**src/rtl/bsf_pkg.sv**
```systemverilog
package bsf_pkg;

    typedef enum logic [2:0] {
        OP_NOP     = 3'd0,
        OP_PUSH    = 3'd1,
        OP_POP     = 3'd2,
        OP_READ    = 3'd3,
        OP_WRITE   = 3'd4,
        OP_SELECT  = 3'd5,
        OP_INIT    = 3'd6,
        OP_RESTORE = 3'd7
    } bsf_op_e;

endpackage

```
**src/rtl/bsf_storage.sv**
```systemverilog
module bsf_storage #(
    parameter int NUM_BANKS = 4,
    parameter int DEPTH     = 8,
    parameter int DATA_W    = 32,
    localparam int BANK_W   = $clog2(NUM_BANKS),
    localparam int SLOT_W   = $clog2(DEPTH)
) (
    input  logic              clk,
    input  logic              rst_n,
    // user-side port: write and read share one address
    input  logic              u_we_i,
    input  logic [BANK_W-1:0] u_bank_i,
    input  logic [SLOT_W-1:0] u_slot_i,
    input  logic [DATA_W-1:0] u_wdata_i,
    output logic [DATA_W-1:0] u_rdata_o,
    // sequencer port: direct physical access, wins over user side
    input  logic              s_we_i,
    input  logic [BANK_W-1:0] s_bank_i,
    input  logic [SLOT_W-1:0] s_slot_i,
    input  logic [DATA_W-1:0] s_wdata_i,
    output logic [DATA_W-1:0] s_rdata_o
);

    localparam int ENTRIES = NUM_BANKS * DEPTH;
    localparam int ADDR_W  = BANK_W + SLOT_W;

    logic [DATA_W-1:0] mem_q [ENTRIES];
    logic [DATA_W-1:0] mem_d [ENTRIES];

    logic [ADDR_W-1:0] u_addr;
    logic [ADDR_W-1:0] s_addr;

    assign u_addr = {u_bank_i, u_slot_i};
    assign s_addr = {s_bank_i, s_slot_i};

    for (genvar e = 0; e < ENTRIES; e++) begin : g_entry
        always_comb begin
            mem_d[e] = mem_q[e];
            if (s_we_i && (s_addr == ADDR_W'(e))) begin
                mem_d[e] = s_wdata_i;
            end else if (u_we_i && (u_addr == ADDR_W'(e))) begin
                mem_d[e] = u_wdata_i;
            end
        end

        always_ff @(posedge clk or negedge rst_n) begin
            if (!rst_n) begin
                mem_q[e] <= '0;
            end else begin
                mem_q[e] <= mem_d[e];
            end
        end
    end

    assign u_rdata_o = mem_q[u_addr];
    assign s_rdata_o = mem_q[s_addr];

    // the top gates user commands while the sequencer writes
    p_single_writer_r10: assert property (@(posedge clk) disable iff (!rst_n)
        !(u_we_i && s_we_i));

    // a sequencer write is visible at its address on the next cycle
    p_seq_write_lands_r10: assert property (@(posedge clk) disable iff (!rst_n)
        (s_we_i && (s_bank_i == u_bank_i) && (s_slot_i == u_slot_i))
        |=> (mem_q[$past(s_addr)] == $past(s_wdata_i)));

endmodule

```
**src/rtl/bsf_stack_ctrl.sv**
```systemverilog
module bsf_stack_ctrl
    import bsf_pkg::*;
#(
    parameter int NUM_BANKS = 4,
    parameter int DEPTH     = 8,
    parameter int DATA_W    = 32,
    localparam int BANK_W   = $clog2(NUM_BANKS),
    localparam int SLOT_W   = $clog2(DEPTH),
    localparam int STAT_W   = SLOT_W + DEPTH
) (
    input  logic              clk,
    input  logic              rst_n,
    input  bsf_op_e           op_i,
    input  logic [SLOT_W-1:0] idx_i,
    input  logic [DATA_W-1:0] wdata_i,
    input  logic [BANK_W-1:0] bank_sel_i,
    input  logic [STAT_W-1:0] status_i,
    input  logic [DATA_W-1:0] mem_rdata_i,
    output logic [SLOT_W-1:0] mem_slot_o,
    output logic              mem_we_o,
    output logic [DATA_W-1:0] mem_wdata_o,
    output logic [BANK_W-1:0] bank_o,
    output logic [STAT_W-1:0] status_o,
    output logic              fault_o,
    output logic [DATA_W-1:0] rdata_o,
    output logic              rdata_valid_o
);

    localparam logic [BANK_W-1:0] SCRATCH_BANK = BANK_W'(NUM_BANKS - 1);

    typedef struct packed {
        logic [SLOT_W-1:0] top;
        logic [DEPTH-1:0]  valid;
        logic [BANK_W-1:0] bank;
        logic              fault;
        logic [DATA_W-1:0] rdata;
        logic              rvalid;
    } ctrl_state_t;

    ctrl_state_t st_d, st_q;
    logic [SLOT_W-1:0] slot;
    logic              slot_full;

    // physical slot addressed by the current command
    always_comb begin
        unique case (op_i)
            OP_PUSH:            slot = st_q.top - SLOT_W'(1);
            OP_READ, OP_WRITE:  slot = st_q.top + idx_i;
            default:            slot = st_q.top;
        endcase
    end

    assign slot_full = st_q.valid[slot];

    always_comb begin
        st_d        = st_q;
        st_d.rvalid = 1'b0;
        mem_we_o    = 1'b0;
        mem_wdata_o = wdata_i;
        unique case (op_i)
            OP_PUSH: begin
                if (slot_full) begin
                    st_d.fault = 1'b1;
                end else begin
                    mem_we_o          = 1'b1;
                    st_d.valid[slot]  = 1'b1;
                    st_d.top          = slot;
                end
            end
            OP_POP: begin
                if (!slot_full) begin
                    st_d.fault = 1'b1;
                end else begin
                    st_d.rdata       = mem_rdata_i;
                    st_d.rvalid      = 1'b1;
                    st_d.valid[slot] = 1'b0;
                    st_d.top         = st_q.top + SLOT_W'(1);
                end
            end
            OP_READ: begin
                if (!slot_full) begin
                    st_d.fault = 1'b1;
                end else begin
                    st_d.rdata  = mem_rdata_i;
                    st_d.rvalid = 1'b1;
                end
            end
            OP_WRITE: begin
                mem_we_o         = 1'b1;
                st_d.valid[slot] = 1'b1;
            end
            OP_SELECT: begin
                if (bank_sel_i == SCRATCH_BANK) begin
                    st_d.fault = 1'b1;
                end else begin
                    st_d.bank = bank_sel_i;
                end
            end
            OP_INIT: begin
                st_d.top   = '0;
                st_d.valid = '0;
                st_d.fault = 1'b0;
            end
            OP_RESTORE: begin
                st_d.top   = status_i[STAT_W-1:DEPTH];
                st_d.valid = status_i[DEPTH-1:0];
            end
            default: ;
        endcase
    end

    always_ff @(posedge clk or negedge rst_n) begin
        if (!rst_n) begin
            st_q <= '0;
        end else begin
            st_q <= st_d;
        end
    end

    assign mem_slot_o    = slot;
    assign bank_o        = st_q.bank;
    assign status_o      = {st_q.top, st_q.valid};
    assign fault_o       = st_q.fault;
    assign rdata_o       = st_q.rdata;
    assign rdata_valid_o = st_q.rvalid;

    // an accepted push moves the top pointer down by one
    p_push_moves_top_r1: assert property (@(posedge clk) disable iff (!rst_n)
        (op_i == OP_PUSH && !st_q.valid[st_q.top - SLOT_W'(1)])
        |=> ((st_q.top + SLOT_W'(1)) == $past(st_q.top)));

    // an accepted pop strobes data and empties the old top slot
    p_pop_empties_r2: assert property (@(posedge clk) disable iff (!rst_n)
        (op_i == OP_POP && st_q.valid[st_q.top])
        |=> (rdata_valid_o && !st_q.valid[$past(st_q.top)]));

    // the fault flag only falls through a reinitialise
    p_fault_sticky_r5: assert property (@(posedge clk) disable iff (!rst_n)
        (st_q.fault && op_i != OP_INIT) |=> st_q.fault);

    // a rejected push leaves the status word alone
    p_reject_push_r5: assert property (@(posedge clk) disable iff (!rst_n)
        (op_i == OP_PUSH && st_q.valid[st_q.top - SLOT_W'(1)])
        |=> ($stable(status_o) && fault_o));

    // the scratch bank cannot be selected from the user side
    p_scratch_locked_r7: assert property (@(posedge clk) disable iff (!rst_n)
        (op_i == OP_SELECT && bank_sel_i == SCRATCH_BANK)
        |=> ($stable(bank_o) && fault_o));

    // reinitialise empties the stack
    p_init_clears_r8: assert property (@(posedge clk) disable iff (!rst_n)
        (op_i == OP_INIT) |=> (status_o == '0 && !fault_o));

endmodule

```
**src/rtl/bank_stack_file.sv**
```systemverilog
module bank_stack_file
    import bsf_pkg::*;
#(
    parameter int NUM_BANKS = 4,
    parameter int DEPTH     = 8,
    parameter int DATA_W    = 32,
    localparam int BANK_W   = $clog2(NUM_BANKS),
    localparam int SLOT_W   = $clog2(DEPTH),
    localparam int STAT_W   = SLOT_W + DEPTH
) (
    input  logic              clk,
    input  logic              rst_n,
    input  logic [2:0]        op_i,
    input  logic [SLOT_W-1:0] idx_i,
    input  logic [DATA_W-1:0] wdata_i,
    input  logic [BANK_W-1:0] bank_sel_i,
    input  logic [STAT_W-1:0] status_i,
    input  logic              seq_we_i,
    input  logic [BANK_W-1:0] seq_bank_i,
    input  logic [SLOT_W-1:0] seq_slot_i,
    input  logic [DATA_W-1:0] seq_wdata_i,
    output logic [DATA_W-1:0] seq_rdata_o,
    output logic [DATA_W-1:0] rdata_o,
    output logic              rdata_valid_o,
    output logic [BANK_W-1:0] bank_o,
    output logic [STAT_W-1:0] status_o,
    output logic              fault_o
);

    bsf_op_e           op_eff;
    logic [SLOT_W-1:0] mem_slot;
    logic              mem_we;
    logic [DATA_W-1:0] mem_wdata;
    logic [DATA_W-1:0] mem_rdata;

    // a sequencer write takes the cycle; the user command is dropped
    assign op_eff = seq_we_i ? OP_NOP : bsf_op_e'(op_i);

    bsf_stack_ctrl #(
        .NUM_BANKS (NUM_BANKS),
        .DEPTH     (DEPTH),
        .DATA_W    (DATA_W)
    ) u_ctrl (
        .clk           (clk),
        .rst_n         (rst_n),
        .op_i          (op_eff),
        .idx_i         (idx_i),
        .wdata_i       (wdata_i),
        .bank_sel_i    (bank_sel_i),
        .status_i      (status_i),
        .mem_rdata_i   (mem_rdata),
        .mem_slot_o    (mem_slot),
        .mem_we_o      (mem_we),
        .mem_wdata_o   (mem_wdata),
        .bank_o        (bank_o),
        .status_o      (status_o),
        .fault_o       (fault_o),
        .rdata_o       (rdata_o),
        .rdata_valid_o (rdata_valid_o)
    );

    bsf_storage #(
        .NUM_BANKS (NUM_BANKS),
        .DEPTH     (DEPTH),
        .DATA_W    (DATA_W)
    ) u_store (
        .clk       (clk),
        .rst_n     (rst_n),
        .u_we_i    (mem_we),
        .u_bank_i  (bank_o),
        .u_slot_i  (mem_slot),
        .u_wdata_i (mem_wdata),
        .u_rdata_o (mem_rdata),
        .s_we_i    (seq_we_i),
        .s_bank_i  (seq_bank_i),
        .s_slot_i  (seq_slot_i),
        .s_wdata_i (seq_wdata_i),
        .s_rdata_o (seq_rdata_o)
    );

    // during a sequencer write the user-visible status holds
    p_seq_blocks_user_r10: assert property (@(posedge clk) disable iff (!rst_n)
        seq_we_i |=> ($stable(status_o) && $stable(bank_o) && !rdata_valid_o));

    // a bank switch never touches the status word
    p_switch_keeps_status_r6: assert property (@(posedge clk) disable iff (!rst_n)
        (!seq_we_i && op_i == 3'd5) |=> $stable(status_o));

endmodule

```
**config.mk**
```make
export PLATFORM = sky130hd
export DESIGN_NAME = bank_stack_file
export DESIGN_NICKNAME = d
export VERILOG_FILES = /design/src/rtl/bsf_pkg.sv /design/src/rtl/bsf_storage.sv /design/src/rtl/bsf_stack_ctrl.sv /design/src/rtl/bank_stack_file.sv
export SDC_FILE = /design/constraint.sdc
export NUM_CORES = 2
export LEC_CHECK = 0
export BUFFER_PORTS_ARGS = -buffer_cell sky130_fd_sc_hd__buf_4
export CAP_MARGIN = 30
export CELL_PAD_IN_SITES_DETAIL_PLACEMENT = 1
export CELL_PAD_IN_SITES_GLOBAL_PLACEMENT = 2
export CORE_ASPECT_RATIO = 0.7
export CORE_MARGIN = 3
export CORE_UTILIZATION = 44
export DETAILED_ROUTE_END_ITERATION = 12
export PLACE_DENSITY = 0.93
export SETUP_SLACK_MARGIN = 0.3
export SYNTH_ARGS = -nofsm -noshare
export SYNTH_HDL_FRONTEND = slang
export SYNTH_HIERARCHICAL = 1
export SYNTH_SLANG_ARGS = --single-unit
export TNS_END_PERCENT = 10
```
**constraint.sdc**
```tcl
create_clock -name clk -period 6.9 [get_ports clk]
set_input_delay 1.38 -clock clk [delete_from_list [all_inputs] [get_ports clk]]
set_output_delay 1.38 -clock clk [all_outputs]
set_load 0.02 [all_outputs]
```
**After elaboration in Yosys (flattened, before gate mapping)**

Cells that the tools add are included.

- Output and inout bits: 79
- Register bits after elaboration: 1071
- Bits of input ports: 91
- Word-level logic and storage cells: 323

- Bitwise logic cells: 6
- Mux-type cells: 88
- Reduce and logical (&&, ||, !) cells: 109
- Add/sub/neg operators: 3
- Equal/unequal tests: 75
- Magnitude comparators: 4

Operator list:

| kind | count |
|---|---|
| $mux 32 | 68 |
| $bmux 32 s5 | 2 |
| $eq 5x5->1 const B | 32 |
| $eq 5x4->1 const B | 16 |
| $logic_and 1x1->1 | 65 |
| $reduce_bool 2->1 | 32 |
| $eq 5x3->1 const B | 8 |
| $pmux 8 s5 | 1 |
| $mux 11 | 2 |
| $eq 5x2->1 const B | 4 |
| $eq 3x3->1 const B | 4 |
| $ge 6x6->1 const B | 2 |
| $not 5->6 | 2 |
| $pmux 3 s4 | 1 |
| $eq 5x1->1 const B | 2 |
| $logic_not 5->1 | 2 |
| $and 8x8->8 | 1 |
| $mux 1 | 8 |
| $not 8->8 | 1 |
| $or 8x8->8 | 1 |
| $reduce_bool 4->1 | 2 |
| $eq 3x2->1 const B | 2 |
| $ne 2x1->1 const B | 3 |
| $pmux 3 s2 | 1 |
| other kinds (19) | 23 |

**Logic depth before layout (Yosys ltp)**

- Depth after elaboration: 12
- Depth in mapped cells: 23

**Hierarchy**

The synthesis kept the hierarchy.

Modules (own cells, without submodules):

| module | instances | cells each | seq. area each (um2) | area an instance (um2) |
|---|---|---|---|---|
| bsf_storage | 1 | 6184 | 25624.6 | 63791.2 |
| bsf_stack_ctrl | 1 | 300 | 1176.1 | 3080.5 |
| bank_stack_file | 1 | 3 | 0.0 | 18.8 |

**Least setup slack after synthesis**

No wires, ideal clock.

- Path type: input to register
- From: input port op_i[2]
- To: register u_ctrl.st_q (netlist bit u_ctrl/rdata_o[13])
- Required time: 6.772 ns
- Path slack: 0.809 ns
- Arrival: 5.964 ns
- Stages: 22
- Path buffers: 7
- Path through: nor2b_1 buf_2 buf_1 nand2_1 o21ai_0 nand2b_1 ha_1 fa_1 xor2_1 and3_1 o31a_1 or2_1 buf_2 inv_1 clkbuf_1 buf_2 buf_2 clkbuf_1 mux4_2 o21ai_0 a22oi_1 mux2_1

- Longest elaborated chain between the ends: 8
- Elaborated cells between the ends (all ways): 15

Ends and longest elaborated chain:

| item | RTL line | RTL |
|---|---|---|
| start, declared | bank_stack_file.sv:13 | `input logic [2:0] op_i,` |
| $mux 3 (*) | bank_stack_file.sv:37 | `assign op_eff = seq_we_i ? OP_NOP : bsf_op_e'(op_i);` |
| $eq 3x2->1 or $eq 3x3->1 (tied branches) | bsf_stack_ctrl.sv:46 | `unique case (op_i)` |
| $reduce_or 2->1 | bsf_stack_ctrl.sv:46 |  |
| $pmux 3 s2 (*) | bsf_stack_ctrl.sv:46 |  |
| net mem_slot[2] | bank_stack_file.sv:31 | `logic [SLOT_W-1:0] mem_slot;` |
| $not 5->6 (implied by the code) (*) | bsf_storage.sv:55 | `assign u_rdata_o = mem_q[u_addr];` |
| $bmux 32 s5 (*) | bsf_storage.sv:55 |  |
| $mux 32 (implied by the code) (*) (2 in a row) | bsf_storage.sv:55 |  |
| net mem_rdata[13] | bank_stack_file.sv:34 | `logic [DATA_W-1:0] mem_rdata;` |
| end signal, assigned | bsf_stack_ctrl.sv:116 | `st_q <= st_d;` |
| end, declared | bsf_stack_ctrl.sv:40 | `ctrl_state_t st_d, st_q;` |

Mark *: on every way through the listed nets, which the timed path passes. The rest lies on a longest branch. The select of a mux whose other input is x is not followed.
A chain may end at the register's enable or synchronous reset.

**Worst setup path in the final report**

- From: input port seq_we_i
- To: register u_store/mem_q[149] (netlist name)

- Longest elaborated chain between the ends: 10
- Elaborated cells between the ends (all ways): 15

Ends and longest elaborated chain:

| item | RTL line | RTL |
|---|---|---|
| start, declared | bank_stack_file.sv:18 | `input logic seq_we_i,` |
| $mux 3 (*) | bank_stack_file.sv:37 |  |
| net op_eff[2] | bank_stack_file.sv:30 | `bsf_op_e op_eff;` |
| $eq 3x2->1 or $eq 3x3->1 (tied branches) | bsf_stack_ctrl.sv:46 |  |
| $reduce_or 2->1 | bsf_stack_ctrl.sv:46 |  |
| $pmux 3 s2 (*) | bsf_stack_ctrl.sv:46 |  |
| net mem_slot[1] | bank_stack_file.sv:31 |  |
| $bmux 1 s3 (*) | bsf_stack_ctrl.sv:53 | `assign slot_full = st_q.valid[slot];` |
| $mux 1 (implied by the code) (*) | bsf_stack_ctrl.sv:53 |  |
| $mux 1 (*) | bsf_stack_ctrl.sv:62 | `if (slot_full) begin` |
| $pmux 1 s2 (*) | bsf_stack_ctrl.sv:60 | `unique case (op_i)` |
| net mem_we | bank_stack_file.sv:32 | `logic mem_we;` |
| $logic_and 1x1->1 (*) | bsf_storage.sv:41 | `end else if (u_we_i && (u_addr == ADDR_W'(e))) begin` |
| $reduce_bool 2->1 (no source line) (*) | -- |  |
| end signal, assigned by index | bsf_storage.sv:50 | `mem_q[e] <= mem_d[e];` |
| end, declared | bsf_storage.sv:27 | `logic [DATA_W-1:0] mem_q [ENTRIES];` |

Marked as above.

==> run metrics <==
post-detailed-route via-to-cell ratio=7.00; initial cell density of the core=0.444; class of the most critical setup path=in -> reg; startpoint types=primary input; switching power=12.4 mW; Top cell by count, worst path=buf_4; count of endpoints failing setup in the final report=0; setup slack, reg-to-reg=1.76 ns; Syn Std Cell Area=66900 um2; sequential element share of the synthesized area=0.401; CTS Root Cell=clkbuf_16; standby leakage power=32.3 nW; maximum net fanout on the critical path=27; register bit count reported by yosys=1071; number of enable-type register cells in the synthesized netlist=0; path type of the worst min-delay path=reg -> reg; kind of end point of the critical path=register; Fin. Hold Viols=0; Gate power share=0.409; number of input and output port buffers inserted=169; layout overhead on the synthesized area=10.7%; worst setup path startpoint=seq_we_i; critical path cell sequence=buf_4, buf_4, nor2b_2, buf_4, nand2b_1, a21boi_4, mux2i_4, inv_8, o32ai_2, o32ai_4, o21a_1, nor2_1, buf_4, nand4_1, nor2_4, buf_4, mux2i_1, a21oi_1; CTS tree=built; Clock Latency Late Sink=0.78 ns; final setup margin=0.846 ns; worst clock skew on the final layout=0.0263 ns; buffer count from post-CTS setup fixing=0; leading cell type in the layout, fill and taps excluded=mux2i_1; number of distinct library cells after synthesis=77; DRC Markers=0; via count of the first global-routing pass=59900; RSZ-0062 raised after global routing=false; detail-routed net length per standard cell=35.2 um; number of top-level design ports=170; IR drop worst, VDD=258 uV; Die Outline Area=157000 um2; reg-to-reg critical path endpoint=u_store/mem_q[149]$_DFFE_PN0P_; data required time at the worst endpoint=7.50 ns; routability cong.=0.903; endpoint of the worst hold-timing path=u_ctrl/rdata_o[13]$_DFFE_PN0P_; part of the cycle the worst path needs=0.877; top library cells by usage in the layout, fill and taps aside=mux2i_1 (1433), dfrtp_1 (1069), a21oi_1 (590); final routed wirelength across all metal layers=293000 um; detailed router's first-iteration violation count=7508; pin count of the biggest net entering global routing=148; synthesized netlist cell count=6487; fin. max-slew vios=0; Final Instance Count excl. Fillers=8327; Worst Reg-to-Reg Cells=15; clock network power share=0.208; count of buffering cells on the critical path with inverters included=6; hold-fix buffer count after cts=0; core area=151000 um2; delay of the slowest cell on the worst path=0.60 ns; most used flip-flop cell after synthesis=dfrtp_1; post-cts sizing count=0; switching share of power=0.395; number of instances on the worst hold path=1; aggregate global routing overflow=0; crit path time final=6.05 ns; clock sink count=1071; proportion of layout cells with a drive suffix above 1=0.164; tightest slew margin relative to the limit=0.280; worst path arrival time=6.66 ns; synth warn=6; DRT Pass-1 Iters=6; Net count, final=6322; antenna violations before repair=15; slowest stage cell on the critical path=mux2i_4; overall die width=472 um; total number of placement rows=119; via count=58300; Max Clock Freq=165 MHz; kind of cell adding the most delay to the critical path=simple AND/OR/NAND/NOR gates; max_cap viols=0; Synth Net Count=6581; internal cell power=19.0 mW; post-place setup slack=0.153 ns; final core utilization=0.492; post-CTS clock slew at the launch and capture registers of the worst setup and hold paths=0.07 ns; Chip Height=332 um; sum of net half-perimeters after detailed placement=180000 um; Worst R2R Start=u_ctrl/status_o[8]$_DFFE_PN0P_; asr flop ratio synth=1.00; actual transition at the worst max-transition pin=1.08 ns; deepest clock path buffer count=3; number of placed instances with taps included=8109; Avg Synthesized Cell Area=10.3 um2; Min-Delay Startpoint=u_ctrl/rdata_o[13]$_DFFE_PN0P_; worst hold slack across all endpoints=0.511 ns; post-route setup TNS=0 ns; ANT nets after route=0; H-tree levels=3; power per unit of standard cell area=425 nW/um2; CTS buffer count=112; global-route wire length before repair=424000 um; overall routing resource usage=0.364; Sequential Power Share=0.383; run status=finished, final reports clean
## power groups by stage
stage	Combinational, mW	Sequential (mW)	Clock [mW]
6_report	12.9	12.1	6.53
5_1_grt	13.6	12.4	6.84
4_1_cts	12.6	11.9	6.57
3_5_place_dp	12.5	11.9	0
3_3_place_gp	12.0	11.7	0
2_1_floorplan	8.81	11.0	0
## registers in the layout (all words and copies together) (netlist names)
name / count
u_ctrl/rdata_valid_o: 1
u_ctrl/rdata_o: 32
u_ctrl/fault_o: 1
u_ctrl/bank_o: 2
u_ctrl/status_o: 11
u_store/mem_q: 1024
## how the worst max path moves through the flow
stage	to	slack, ns	depth (start not counted)
finish	u_store/mem_q[149]$_DFFE_PN0P_	0.85	18
global route	u_store/mem_q[405]$_DFFE_PN0P_	0.67	18
CTS	u_store/mem_q[405]$_DFFE_PN0P_	0.91	18
detailed placement	u_store/mem_q[405]$_DFFE_PN0P_	0.15	18
global placement	u_store/mem_q[415]$_DFFE_PN0P_	0.43	18
floorplan	u_ctrl/rdata_o[13]$_DFFE_PN0P_	0.81	22
## per-layer routing
| layer | share of wire | GRT usage | vias up |
|---|---|---|---|
| met5 | 0.00015 | 0.00244 | - |
| met4 | 0.061 | 0.192 | 6 |
| met3 | 0.14 | 0.124 | 1044 |
| met2 | 0.41 | 0.512 | 3911 |
| met1 | 0.39 | 0.495 | 30200 |
| li1 | - | - | 23200 |
## through the flow
step	area, um2	power, mW
6_report	74100	31.5
5_1_grt	74100	32.9
4_1_cts	74000	31.1
3_5_place_dp	70200	24.5
3_3_place_gp	70000	23.6
2_1_floorplan	66900	19.8
## final cells by class
class | instances | area (um2)
antenna | 11 | 27.5
clock inverter | 38 | 512
timing repair buffer | 405 | 4070
tap | 1996 | 2500
multi-input combinational | 4629 | 36800
clock buffer | 168 | 3300
fill | 16200 | 76600
inverter | 9 | 51.3
sequential | 1071 | 26800
## cell usage after synthesis, types with 6 or more instances
library cell | instances | area, um2
buf_4 | 108 | 811
nand3b_1 | 7 | 52.6
a221oi_1 | 27 | 236
nor2_2 | 12 | 75.1
a22o_1 | 24 | 210
o21ai_1 | 64 | 320
and2_1 | 6 | 37.5
o221ai_1 | 40 | 350
a22oi_1 | 58 | 435
buf_2 | 132 | 661
o21ai_0 | 455 | 2280
nor2b_1 | 14 | 87.6
nand4_1 | 7 | 43.8
a211oi_1 | 63 | 473
nor2_1 | 594 | 2230
mux2_1 | 23 | 259
mux2_4 | 6 | 90.1
clkbuf_1 | 488 | 1830
nand2_1 | 534 | 2000
mux4_2 | 309 | 6960
o31ai_1 | 9 | 67.6
mux2i_1 | 1433 | 14300
nand3_1 | 18 | 90.1
nor3_1 | 11 | 55.1
buf_1 | 25 | 93.8
a21oi_1 | 590 | 2950
a32oi_1 | 8 | 70.1
dfrtp_1 | 1071 | 26800
buf_6 | 17 | 191
a31oi_1 | 25 | 156
nand2b_1 | 11 | 68.8
o32a_1 | 9 | 90.1
a2111oi_0 | 22 | 193
mux2_2 | 40 | 450
o22ai_1 | 134 | 838
o211ai_1 | 6 | 45.0
inv_1 | 6 | 22.5
## kinds of logic (layout without fill, tap and decap cells)
| group | Yosys count | in the layout | synth area share |
|---|---|---|---|
| multiplexers | 1812 | 1812 | 0.331 |
| AO/OA/AOI/OAI | 1554 | 1554 | 0.134 |
| AND/OR/NAND/NOR | 1256 | 1256 | 0.0773 |
| flip-flops | 1071 | 1071 | 0.401 |
| buffers and inverters | 787 | 620 | 0.0563 |
| XOR/XNOR | 4 | 4 | 0.000524 |
| adder cells (fa/ha/maj) | 3 | 3 | 0.000673 |
| other | 0 | 11 | 0 |
(Power assumes the default switching activity.)
